===== src/rtl/wcs_pkg.sv =====
package wcs_pkg;
   localparam int unsigned WCS_DATA_W_DEF     = 8;
   localparam int unsigned WCS_POLL_BIT_DEF   = 7;
   localparam int unsigned WCS_TOGGLE_BIT_DEF = 6;

   typedef enum logic [1:0] {
      SRC_ARRAY  = 2'd0,
      SRC_POLL   = 2'd1,
      SRC_TOGGLE = 2'd2,
      SRC_FILL   = 2'd3
   } bit_src_e;

   function automatic bit_src_e bit_role(input int unsigned idx,
                                         input int unsigned poll_idx,
                                         input int unsigned tog_idx);
      if (idx == poll_idx)     return SRC_POLL;
      else if (idx == tog_idx) return SRC_TOGGLE;
      else                     return SRC_FILL;
   endfunction
endpackage


===== src/rtl/wcs_busy_edge.sv =====
module wcs_busy_edge (
   input  logic clk,
   input  logic rst_n,
   input  logic busy,
   output logic busy_rise
);
   logic busy_q;

   always_ff @(posedge clk) begin
      if (!rst_n) busy_q <= 1'b0;
      else        busy_q <= busy;
   end

   assign busy_rise = busy & ~busy_q;
endmodule


===== src/rtl/wcs_toggle.sv =====
module wcs_toggle #(
   parameter logic TOGGLE_INIT = 1'b0
) (
   input  logic clk,
   input  logic rst_n,
   input  logic busy,
   input  logic busy_rise,
   input  logic rd_done,
   output logic tog_now
);
   logic tog_q;
   logic tog_d;

   assign tog_now = busy_rise ? TOGGLE_INIT : tog_q;

   always_comb begin
      tog_d = tog_q;
      if (busy) tog_d = rd_done ? ~tog_now : tog_now;
   end

   always_ff @(posedge clk) begin
      if (!rst_n) tog_q <= TOGGLE_INIT;
      else        tog_q <= tog_d;
   end
endmodule


===== src/rtl/wcs_read_mux.sv =====
module wcs_read_mux
   import wcs_pkg::*;
#(
   parameter int unsigned DATA_W     = WCS_DATA_W_DEF,
   parameter int unsigned POLL_BIT   = WCS_POLL_BIT_DEF,
   parameter int unsigned TOGGLE_BIT = WCS_TOGGLE_BIT_DEF
) (
   input  logic              busy,
   input  logic              tog_now,
   input  logic [DATA_W-1:0] last_wr,
   input  logic [DATA_W-1:0] arr_data,
   output logic [DATA_W-1:0] rd_data
);
   for (genvar i = 0; i < DATA_W; i++) begin : g_bit
      localparam bit_src_e ROLE = bit_role(i, POLL_BIT, TOGGLE_BIT);
      if (ROLE == SRC_POLL) begin : g_poll
         assign rd_data[i] = busy ? ~last_wr[i] : arr_data[i];
      end else if (ROLE == SRC_TOGGLE) begin : g_tog
         assign rd_data[i] = busy ? tog_now : arr_data[i];
      end else begin : g_fill
         assign rd_data[i] = busy ? last_wr[i] : arr_data[i];
      end
   end
endmodule


===== src/rtl/wcs_status_reporter.sv =====
module wcs_status_reporter
   import wcs_pkg::*;
#(
   parameter int unsigned DATA_W      = WCS_DATA_W_DEF,
   parameter int unsigned POLL_BIT    = WCS_POLL_BIT_DEF,
   parameter int unsigned TOGGLE_BIT  = WCS_TOGGLE_BIT_DEF,
   parameter logic        TOGGLE_INIT = 1'b0
) (
   input  logic              clk,
   input  logic              rst_n,
   input  logic              busy,
   input  logic              rd_done,
   input  logic [DATA_W-1:0] last_wr,
   input  logic [DATA_W-1:0] arr_data,
   output logic [DATA_W-1:0] rd_data
);
   localparam int unsigned BIT_IDX_W = (DATA_W > 1) ? $clog2(DATA_W) : 1;
   localparam logic [BIT_IDX_W-1:0] POLL_IDX = BIT_IDX_W'(POLL_BIT);
   localparam logic [BIT_IDX_W-1:0] TOG_IDX  = BIT_IDX_W'(TOGGLE_BIT);

   if (DATA_W < 2) begin : g_chk_w
      $error("wcs_status_reporter: DATA_W must be at least 2");
   end
   if (POLL_BIT >= DATA_W || TOGGLE_BIT >= DATA_W) begin : g_chk_range
      $error("wcs_status_reporter: status bit index outside data width");
   end
   if (POLL_BIT == TOGGLE_BIT) begin : g_chk_dup
      $error("wcs_status_reporter: poll and toggle bits must differ");
   end

   logic busy_rise;
   logic tog_now;

   wcs_busy_edge u_edge (
      .clk       (clk),
      .rst_n     (rst_n),
      .busy      (busy),
      .busy_rise (busy_rise)
   );

   wcs_toggle #(.TOGGLE_INIT(TOGGLE_INIT)) u_tog (
      .clk       (clk),
      .rst_n     (rst_n),
      .busy      (busy),
      .busy_rise (busy_rise),
      .rd_done   (rd_done),
      .tog_now   (tog_now)
   );

   wcs_read_mux #(
      .DATA_W     (DATA_W),
      .POLL_BIT   (POLL_BIT),
      .TOGGLE_BIT (TOGGLE_BIT)
   ) u_mux (
      .busy     (busy),
      .tog_now  (tog_now),
      .last_wr  (last_wr),
      .arr_data (arr_data),
      .rd_data  (rd_data)
   );

   logic [DATA_W-1:0] fill_mask;
   always_comb begin
      fill_mask = '1;
      fill_mask[POLL_IDX] = 1'b0;
      fill_mask[TOG_IDX]  = 1'b0;
   end

   assert_poll_inverts_R1: assert property (@(posedge clk) disable iff (!rst_n)
      busy |-> rd_data[POLL_IDX] == ~last_wr[POLL_IDX]);

   assert_fill_bits_R2: assert property (@(posedge clk) disable iff (!rst_n)
      busy |-> (rd_data & fill_mask) == (last_wr & fill_mask));

   assert_start_value_R3: assert property (@(posedge clk) disable iff (!rst_n)
      (busy && !$past(busy)) |-> rd_data[TOG_IDX] == TOGGLE_INIT);

   assert_flip_on_read_R4: assert property (@(posedge clk) disable iff (!rst_n)
      (busy && rd_done) ##1 busy |-> rd_data[TOG_IDX] != $past(rd_data[TOG_IDX]));

   assert_hold_without_read_R5: assert property (@(posedge clk) disable iff (!rst_n)
      (busy && !rd_done) ##1 busy |-> $stable(rd_data[TOG_IDX]));

   assert_idle_passthrough_R6: assert property (@(posedge clk) disable iff (!rst_n)
      !busy |-> rd_data == arr_data);
endmodule


===== config.mk =====
export PLATFORM = sky130hd
export DESIGN_NAME = wcs_status_reporter
export DESIGN_NICKNAME = d
export VERILOG_FILES = /design/src/rtl/wcs_pkg.sv /design/src/rtl/wcs_busy_edge.sv /design/src/rtl/wcs_toggle.sv /design/src/rtl/wcs_read_mux.sv /design/src/rtl/wcs_status_reporter.sv
export SDC_FILE = /design/constraint.sdc
export NUM_CORES = 1
export LEC_CHECK = 0
export BUFFER_PORTS_ARGS = -buffer_cell sky130_fd_sc_hd__buf_2
export CAP_MARGIN = 40
export CORE_AREA = 2 2 39 41
export DETAILED_ROUTE_END_ITERATION = 8
export DIE_AREA = 0 0 41 43
export PLACE_DENSITY = 0.47
export SYNTH_ARGS = -nofsm -noshare
export SYNTH_HDL_FRONTEND = slang
export SYNTH_HIERARCHICAL = 1
export SYNTH_SLANG_ARGS = --single-unit

===== constraint.sdc =====
create_clock -name clk -period 1.3 [get_ports clk]
set_clock_uncertainty 0.2 [all_clocks]
set_input_delay 0.13 -clock clk [delete_from_list [all_inputs] [get_ports clk]]
set_output_delay 0.13 -clock clk [all_outputs]
set_load 0.01 [all_outputs]

==> results of run 1 <==
[repair_timing]
action | CTS | global route
buffers inserted | 1 | 0
hold buffers | 2 | 0
pin swaps | 0 | 0
endpoints found under the setup margin | 1 | 1
gates resized for setup | 2 | 0
hold endpoints to repair | 2 | 0
[synth_stat cells]
| master | n |
|---|---|
| o22ai_1 | 1 |
| nor2b_4 | 1 |
| mux2i_1 | 2 |
| and2b_2 | 1 |
| and2_1 | 1 |
| nand2_1 | 2 |
| inv_1 | 1 |
| buf_6 | 1 |
| dfxtp_1 | 2 |
| o21a_1 | 1 |
| mux2_4 | 7 |
[worst min-delay path by stage]
stage	from	end	slack (ns)
3_5_place_dp	rst_n	u_edge/busy_q	0.18
2_1_floorplan	busy	u_edge/busy_q	0.05
4_1_cts	busy	u_edge/busy_q	0.17
5_1_grt	busy	u_edge/busy_q	0.20
3_3_place_gp	rst_n	u_edge/busy_q	0.17
6_report	busy	u_edge/busy_q	0.18
[report_power, final]
part           switching (mW)  internal [mW]
Clock                  0.0354          0.102
Sequential            0.00329         0.0664
Combinational          0.0446         0.0818
[worst max-delay path, cell delays in order, from the launching register on]
cell	delay, ns
dfxtp_2	0.31
nor2b_4	0.10
and2b_2	0.21
mux2_4	0.25
buf_6	0.12
[cells in the final DEF, fill, tap and decap left out]
master / Yosys / final
mux2i_1: 2 / 2
and2b_2: 1 / 1
mux2_4: 7 / 7
buf_2: 0 / 25
o22ai_1: 1 / 1
dlygate4sd3_1: 0 / 2
and2_1: 1 / 1
nand2_1: 2 / 2
dfxtp_2: 0 / 1
clkbuf_4: 0 / 3
inv_1: 1 / 1
nor2b_4: 1 / 1
buf_4: 0 / 3
buf_6: 1 / 1
o21a_1: 1 / 1
dfxtp_1: 2 / 1
[layout make-up]
class,instances,area [um2]
flip-flops and latches,2,41.3
repair buffers,31,179
fillers,162,942
well taps,16,20.0
inverters,1,3.75
multi-input cells,16,175
clock buffers,3,22.5
[kinds of logic after synthesis]
group           count (synthesis)
simple gates                    5
compound gates                  2
flops                           2
mux                             9
buf+inv                         2
[state kept, by name, summed over array words and instances (netlist names)]
| register | cells |
|---|---|
| u_tog/tog_q | 1 |
| u_edge/busy_q | 1 |
[layer usage]
layer	wire length, um	GRT usage	up-vias	part of all wire
met4	0	0.0800	0	0
li1	-	-	139	-
met5	0	0	-	0
met2	357	0.147	26	0.51
met3	163	0.0262	0	0.23
met1	186	0.0350	113	0.26
==> impl_results.md, run 1 <==
* RePlAce Congestion at roughly 0.56
* Final Critical Period at 1.54 ns
* Post-route cell area at 442 um2
* # Max-Cap Violations at 0
* Cell taking the most area after synthesis: mux2_4
* WHS Path Cells at 3
* Clock sinks at 2
* Setup Slack @ Placement at -0.0341 ns
* Failing checks: negative setup slack
* Average size of a mapped cell at 11.5 um2
* Die width at 41 um
* IO Count at 28
* Std-Cell Rows at 14
* Synth top area share at 0.457
* Period utilization at 1.19
* Largest family of logic cells by synthesized area: multiplexers
* Final Hold Viols at 0
* Yosys reg bits at 2
* Starting Density at 0.166
* CORE AREA at 0.00138 mm2
* Outcome: complete, but fails checks
* CTS tree: yes
* Syn Nets at 40
* Initial DRC Count at 0
* Gate Count Post-Synth at 20
* N_diodes at 0
* DRC at 0
* Setup crit end: rd_data[6]
* Worst Setup Start Kind: flop
* Clk slew on worst S/H paths at ~0.030 ns
* Max VDD drop at just under 0.4 mV
* Worst setup EP type: output port
* Layout area overhead at 91.8%
* Worst r2r path cells at 5
* Max Clk Rate at 647 MHz
* Multiplexer share of the synthesized area at 0.543
* Die area at about 0.0018 mm2
* Clock Path Buffers at 2
* Placed cell count at 63
* Worst reg2reg startpoint: u_edge/busy_q
* Ranking of synthesized cells by area: mux2_4 46%, dfxtp_1 17%, mux2i_1 8.7%
* PortBufs at 26
* Worst hold slack at 0.177 ns
* Setup TNS at -0.244 ns
* First-pass GRT wire length at 807 um
* Post-DRT Antenna Nets at 0
* Post-synthesis sequential area ratio at 0.174
* Post-synthesis compound-gate area fraction at 0.0598
* Worst Hold Class: in -> reg
* PD cells at 755 mW/mm2
* Clk_lat worst skew at 0.22 ns
* DR WL/cell at 10.2 um
* Vias post-DR at 278
* Drt first pass iters at 1
* Largest net degree at the start of global routing at 12
* Final setup violation count at 1
* Post-DP Area at 384 um2
* CP Launch Point: u_edge/busy_q
* Grt total ovfl at 0
* Slew @ Worst Pin at 0.130 ns
* PnR worst setup slack at -0.244 ns
* Adder-Cell Fraction of Synth Area at 0
* Final cell count without fillers at 69
* Crit Path Max Fanout at 2
* Num CTS Buffers at 3
* Dpl hpwl at 590 um
* Simple-gate portion of the synthesized area at 0.158
* Worst setup path class: reg -> out
* Drt via density at 4.03
* Final core utilization at 0.319
* Post-Synth XOR/XNOR Area at 0
* Mapped Area at 230 um2
* Arrival time of the worst setup path at approximately 1.2 ns
* H-tree Lvls at 1
* Layout cell share with drive strength beyond 1 at 0.792
* Root Driver: clkbuf_4
* Netlist cell types at 11
* Vias in the first global route at 242
* R2r setup slk at between 0.1 and 0.15 ns
* DIE HEIGHT at 43 um
* Antenna violations before repair at 0
* Reg2reg end: u_tog/tog_q
* Yosys warns at 6
* Leakage power at 0.253 nW
* Nets at 75
* Slew HR at 0.911
* Max-slew violation count at 0
* Power consumption at 333 uW
* GRT Util Overall at 0.0751
* Critical Path RT at slightly below 1 ns
* DRT Wirelength at a little over 700 um
* RSZ-0062 raised after global routing: yes
Note: power is estimated with default switching activity, not from simulation.
==> run 2, diff against run 1 <==
- PLACE_DENSITY: 0.47 -> not set
==> run 2 against run 1 <==
Compared with the run above: the flow still finishes with violations (negative setup slack); register-to-register slack worse by 0.02 ns; hold slack better by 0.0059 ns; sequential share of layout area stayed put; combinational power hardly changed; sequential power barely moved; critical endpoint unchanged; highest routed layer unchanged.
==> impl_results.md, run 2 (synthesized netlist as in run 1, its figures left out) <==
* Arrival time of the worst setup path at 1.21 ns (about the same)
* Worst r2r path cells at 5 (unchanged)
* Drt via density at 3.94 (-2.2%)
* Root Driver: clkbuf_4
* DRT Wirelength at 594 um (-16%)
* IO Count at 28 (unchanged)
* RSZ-0062 raised after global routing: yes
* Grt total ovfl at 0 (unchanged)
* Max VDD drop at 0.328 mV (-16%)
* DR WL/cell at 8.61 um (-16%)
* Std-Cell Rows at 14 (unchanged)
* Die area at 0.00176 mm2 (unchanged)
* Clk slew on worst S/H paths at 0.03 ns (about the same)
* Post-DP Area at 384 um2 (unchanged)
* Worst Setup Start Kind: flop
* GRT Util Overall at 0.0722 (-0.00286)
* CP Launch Point: u_edge/busy_q
* Largest regs: u_edge/busy_q: 1 flops, u_tog/tog_q: 1 flops
* H-tree Lvls at 1 (unchanged)
* Vias in the first global route at 271 (+12%)
* Hold_sp: busy
* DIE HEIGHT at 43 um (unchanged)
* # Max-Cap Violations at 0 (unchanged)
* Final Critical Period at 1.54 ns (-0.000886 ns)
* Layout cell share with drive strength beyond 1 at 0.792 (unchanged)
* Drt first pass iters at 1 (unchanged)
* Clk_lat worst skew at 0.22 ns (about the same)
* Nets at 75 (unchanged)
* Largest net degree at the start of global routing at 12 (unchanged)
* Final setup violation count at 1 (unchanged)
* CORE AREA at 0.00138 mm2 (unchanged)
* Setup TNS at -0.244 ns (+0.000886 ns)
* PortBufs at 26 (unchanged)
* Net Sw Power at 77.6 uW (-6.8%)
* First-pass GRT wire length at 869 um (+7.7%)
* CTS tree: yes
* Period utilization at 1.19 (about the same)
* Slew HR at 0.884 (-0.0264)
* Post-route cell area at 442 um2 (unchanged)
* PD cells at 741 mW/mm2 (-1.8%)
* R2r setup slk at 0.10 ns (-0.02 ns)
* Initial DRC Count at 0 (unchanged)
* Clock Path Buffers at 2 (unchanged)
* Starting Density at 0.166 (unchanged)
* Reg2reg end: u_tog/tog_q
* Sequential Power Share at 0.213 (+0.004)
* Antenna violations before repair at 0 (unchanged)
* Most frequent cells in the layout: 25 x buf_2, 7 x mux2_4, 3 x clkbuf_4, 3 x buf_4
* Worst reg2reg startpoint: u_edge/busy_q
* Worst setup path class: reg -> out
* Worst Hold Class: in -> reg
* Final Hold Viols at 0 (unchanged)
* Clock share of power at 0.405 (-0.007)
* Worst setup EP type: output port
* Outcome: complete, but fails checks
* Vias post-DR at 272 (-2.2%)
* N_diodes at 0 (unchanged)
* Layout area overhead at 91.8% (unchanged)
* Slew @ Worst Pin at 0.173 ns (+0.0434 ns)
* Max Clk Rate at 648 MHz (about the same)
* DRC at 0 (unchanged)
* Crit Path Max Fanout at 2 (unchanged)
* Sw frac at 0.237 (-0.0126)
* Leakage power at 0.253 nW (unchanged)
* Num CTS Buffers at 3 (unchanged)
* Die width at 41 um (unchanged)
* RePlAce Congestion at 0.530 (-5.5%)
* Worst Hold Path EP: u_edge/busy_q
* Failing checks: negative setup slack
* Clock sinks at 2 (unchanged)
* Post-DRT Antenna Nets at 0 (unchanged)
* Most common cell after layout, fill and taps aside: buf_2
* Critical Path RT at 0.97 ns (about the same)
* Combinational fraction of design power at 0.381 (+0.002)
* Max-slew violation count at 0 (unchanged)
* WHS Path Cells at 3 (unchanged)
* Cell Int Power at 250 uW (-0.17%)
* PnR worst setup slack at -0.244 ns (+0.000886 ns)
run 2: cell counts in the layout (fill, tap and decap cells not counted):
Identical to the previous run, type by type.
run 2: worst max-delay path by stage:
stage                       to  depth (start not counted)  slack [ns]
detailed placement  rd_data[6]                          4       -0.04
global placement    rd_data[6]                          4       -0.02
finish              rd_data[6]                          4       -0.24
global route        rd_data[6]                          4       -0.28
floorplan           rd_data[6]                          3        0.09
CTS                 rd_data[6]                          4       -0.26
run 2: final cells by class:
class / count / area (um2)
Multi-Input combinational cell: 16 / 175
Timing Repair Buffer: 31 / 179
Fill cell: 153 / 942
Tap cell: 16 / 20.0
Inverter: 1 / 3.75
Clock buffer: 3 / 22.5
Sequential cell: 2 / 41.3
run 2: what timing repair did:
action,CTS,global route
gates resized for setup,2,0
buffers inserted,0,1
hold endpoints to repair,2,0
hold buffers,2,0
endpoints found under the setup margin,1,1
run 2: through the flow:
step | setup slack, ns | hold slack (ns) | std cells | power [mW] | utilization
global route | -0.283 | 0.204 | 69 | 0.355 | 0.319
global placement | -0.0180 | 0.169 | 63 | 0.184 | 0.278
floorplan | 0.0887 | 0.0517 | 20 | 0.135 | -
CTS | -0.264 | 0.184 | 68 | 0.335 | 0.314
detailed placement | -0.0360 | 0.170 | 63 | 0.186 | 0.278
finish | -0.244 | 0.183 | 69 | 0.327 | 0.319
run 2: critical path, stage by stage (launching register included):
cell     delay, ns
dfxtp_2       0.31
nor2b_4       0.10
and2b_2       0.21
mux2_4        0.25
buf_6         0.12
run 2: power by group through the flow:
stage               combinational (mW)  sequential, mW  clock, mW
floorplan                       0.0650          0.0697          0
global placement                 0.114          0.0702          0
detailed placement               0.116          0.0704          0
CTS                              0.124          0.0699      0.141
global route                     0.138          0.0704      0.146
finish                           0.125          0.0698      0.133
run 2: metal layers:
metal  share of wire  global-route usage  vias to the layer above
met5               0                   0                        -
met4               0              0.0600                        0
met3            0.14                   0                        0
met2            0.58               0.141                       17
met1            0.28              0.0577                      119
li1                -                   -                      136
==> run 3, diff against run 2 <==
- REMOVE_ABC_BUFFERS: not set -> 1
==> run 3 against run 2 <==
Compared with the run above: the run still ends with negative setup slack left; sequential power is essentially flat; cell count shrank 1.4%; wire length shrank 8.6%; highest routed layer unchanged; critical endpoint unchanged; count of clock-buffer cells in the layout is the same; first-iteration DRC count is the same; global-route usage grew 0.29 points; core utilization shrank 0.54 points; power is essentially flat.
==> impl_results.md, run 3 (synthesized netlist as in run 1, its figures left out) <==
* DRT Wirelength at 543 um (-8.6%)
* Hold_sp: busy
* Slowest cell on crit path: dfxtp_2
* Arrival time of the worst setup path at 1.22 ns (about the same)
* Layout area overhead at 88.6%
* PnR worst setup slack at -0.247 ns (-0.00385 ns)
* Worst Setup Start Kind: flop
* WHS Path Cells at 3 (unchanged)
* Slowest stage delay, CP at 0.31 ns (about the same)
* Max VDD drop at 0.269 mV (-18%)
* Leakage power at 0.248 nW (-2.0%)
* Drt via density at 3.94 (about the same)
* Starting Density at 0.166 (unchanged)
* Worst setup path class: reg -> out
* Nets at 74 (-1.3%)
* # Max-Cap Violations at 0 (unchanged)
* Most common cell after layout, fill and taps aside: buf_2
* Clk slew on worst S/H paths at 0.03 ns (about the same)
* Root Driver: clkbuf_4
* Num CTS Buffers at 3 (unchanged)
* Most frequent cells in the layout: 25 x buf_2, 7 x mux2_4, 3 x clkbuf_4
* Setup Slack @ Placement at -0.0209 ns (+0.0150 ns)
* GRT Util Overall at 0.0751 (+0.00286)
* First-pass GRT wire length at 793 um (-8.7%)
* Vias post-DR at 268 (-1.5%)
* Grt total ovfl at 0 (unchanged)
* DIE HEIGHT at 43 um (unchanged)
* Worst reg2reg startpoint: u_edge/busy_q
* Slew HR at 0.887 (+0.00260)
* Final Hold Viols at 0 (unchanged)
* Drt first pass iters at 1 (unchanged)
* Vias in the first global route at 219 (-19%)
* Antenna violations before repair at 0 (unchanged)
* CP cell instances: nor2b_4 > and2b_2 > mux2_4 > buf_6
* Clk_lat worst skew at 0.22 ns (about the same)
* Critical Path RT at 0.97 ns (about the same)
* H-tree Lvls at 1 (unchanged)
* Layout cell share with drive strength beyond 1 at 0.788 (-0.00399)
* DR WL/cell at 7.99 um (-7.2%)
* Failing checks: negative setup slack
* Power consumption at 327 uW (about the same)
* Max-slew violation count at 0 (unchanged)
* Largest net degree at the start of global routing at 12 (unchanged)
* Die area at 0.00176 mm2 (unchanged)
* Clock Path Buffers at 2 (unchanged)
* CORE AREA at 0.00138 mm2 (unchanged)
* CTS tree: yes
* Final Critical Period at 1.55 ns (+0.00385 ns)
* RePlAce Congestion at 0.567 (+7.1%)
* Clock sinks at 2 (unchanged)
* Initial DRC Count at 0 (unchanged)
* Post-DRT Antenna Nets at 0 (unchanged)
* Worst setup EP type: output port
* Reg2reg end: u_tog/tog_q
* Slew @ Worst Pin at 0.170 ns (-0.00390 ns)
* IO Count at 28 (unchanged)
* Post-CTS Setup Inserts at 0 (unchanged)
* Crit Path Max Fanout at 2 (unchanged)
* Worst Hold Class: in -> reg
* DRC at 0 (unchanged)
* Final setup violation count at 1 (unchanged)
* Outcome: complete, but fails checks
* PortBufs at 26 (unchanged)
* Period utilization at 1.19 (+0.00296)
* Largest regs: u_edge/busy_q: 1 flops, u_tog/tog_q: 1 flops
* Worst r2r path cells at 4 (-1)
* RSZ-0062 raised after global routing: yes
* Max Clk Rate at 646 MHz (-0.25%)
* PD cells at 753 mW/mm2 (+1.7%)
* Die width at 41 um (unchanged)
* Worst Hold Path EP: u_edge/busy_q
* Std-Cell Rows at 14 (unchanged)
* N_diodes at 0 (unchanged)
* R2r setup slk at 0.23 ns (+0.13 ns)
run 3: cell type report:
cell class                      instances  area (um2)
Clock buffer                            3        22.5
Fill cell                             148         950
Inverter                                1        3.75
Multi-Input combinational cell         16         175
Sequential cell                         2        41.3
Tap cell                               16        20.0
Timing Repair Buffer                   30         171
run 3: critical path, delay by kind of cell (launching register included):
family	cells	cell delay, ns
buf+inv	1	0.12
flops	1	0.31
mux	1	0.25
simple gates	2	0.31
run 3: worst max path at each step:
stage | end | start | slack [ns] | cells after the start
final | rd_data[6] | u_edge/busy_q | -0.25 | 4
after global routing | rd_data[6] | u_edge/busy_q | -0.29 | 4
after CTS | rd_data[6] | u_edge/busy_q | -0.26 | 4
after detailed placement | rd_data[6] | u_edge/busy_q | -0.02 | 4
after global placement | rd_data[6] | u_edge/busy_q | -0.01 | 4
after floorplan | rd_data[6] | u_edge/busy_q | 0.09 | 3
run 3: layer usage:
| metal | global-route usage | share of wire | vias to the layer above | wire, um |
|---|---|---|---|---|
| met1 | 0.0541 | 0.36 | 122 | 193 |
| li1 | - | - | 135 | - |
| met2 | 0.106 | 0.55 | 11 | 299 |
| met3 | 0.0628 | 0.092 | 0 | 50 |
| met5 | 0 | 0 | - | 0 |
| met4 | 0.0800 | 0 | 0 | 0 |
run 3: report_power, final:
part / switching, mW / internal [mW] / leakage [nW] / total [mW]
combinational: 0.0418 / 0.0793 / 0.217 / 0.121
clock: 0.0346 / 0.102 / 0.0138 / 0.136
sequential: 0.00312 / 0.0664 / 0.0169 / 0.0696
total: 0.0796 / 0.248 / 0.248 / 0.327
run 3: stage by stage:
step           utilization  hold WS, ns  TNS [ns]  instances  cell area (um2)
6_report             0.314        0.176    -0.247         68              434
3_3_place_gp         0.278        0.178   -0.0149         63              384
5_1_grt              0.314        0.187    -0.293         68              434
4_1_cts              0.314        0.172    -0.264         68              434
2_1_floorplan            -       0.0517         0         19              219
3_5_place_dp         0.278        0.182   -0.0209         63              384
run 3: what timing repair did:
item	CTS	global route
setup endpoints to repair	1	1
hold endpoints to repair	2	0
hold buffers	2	0
cloned	0	0
resized for setup	2	0
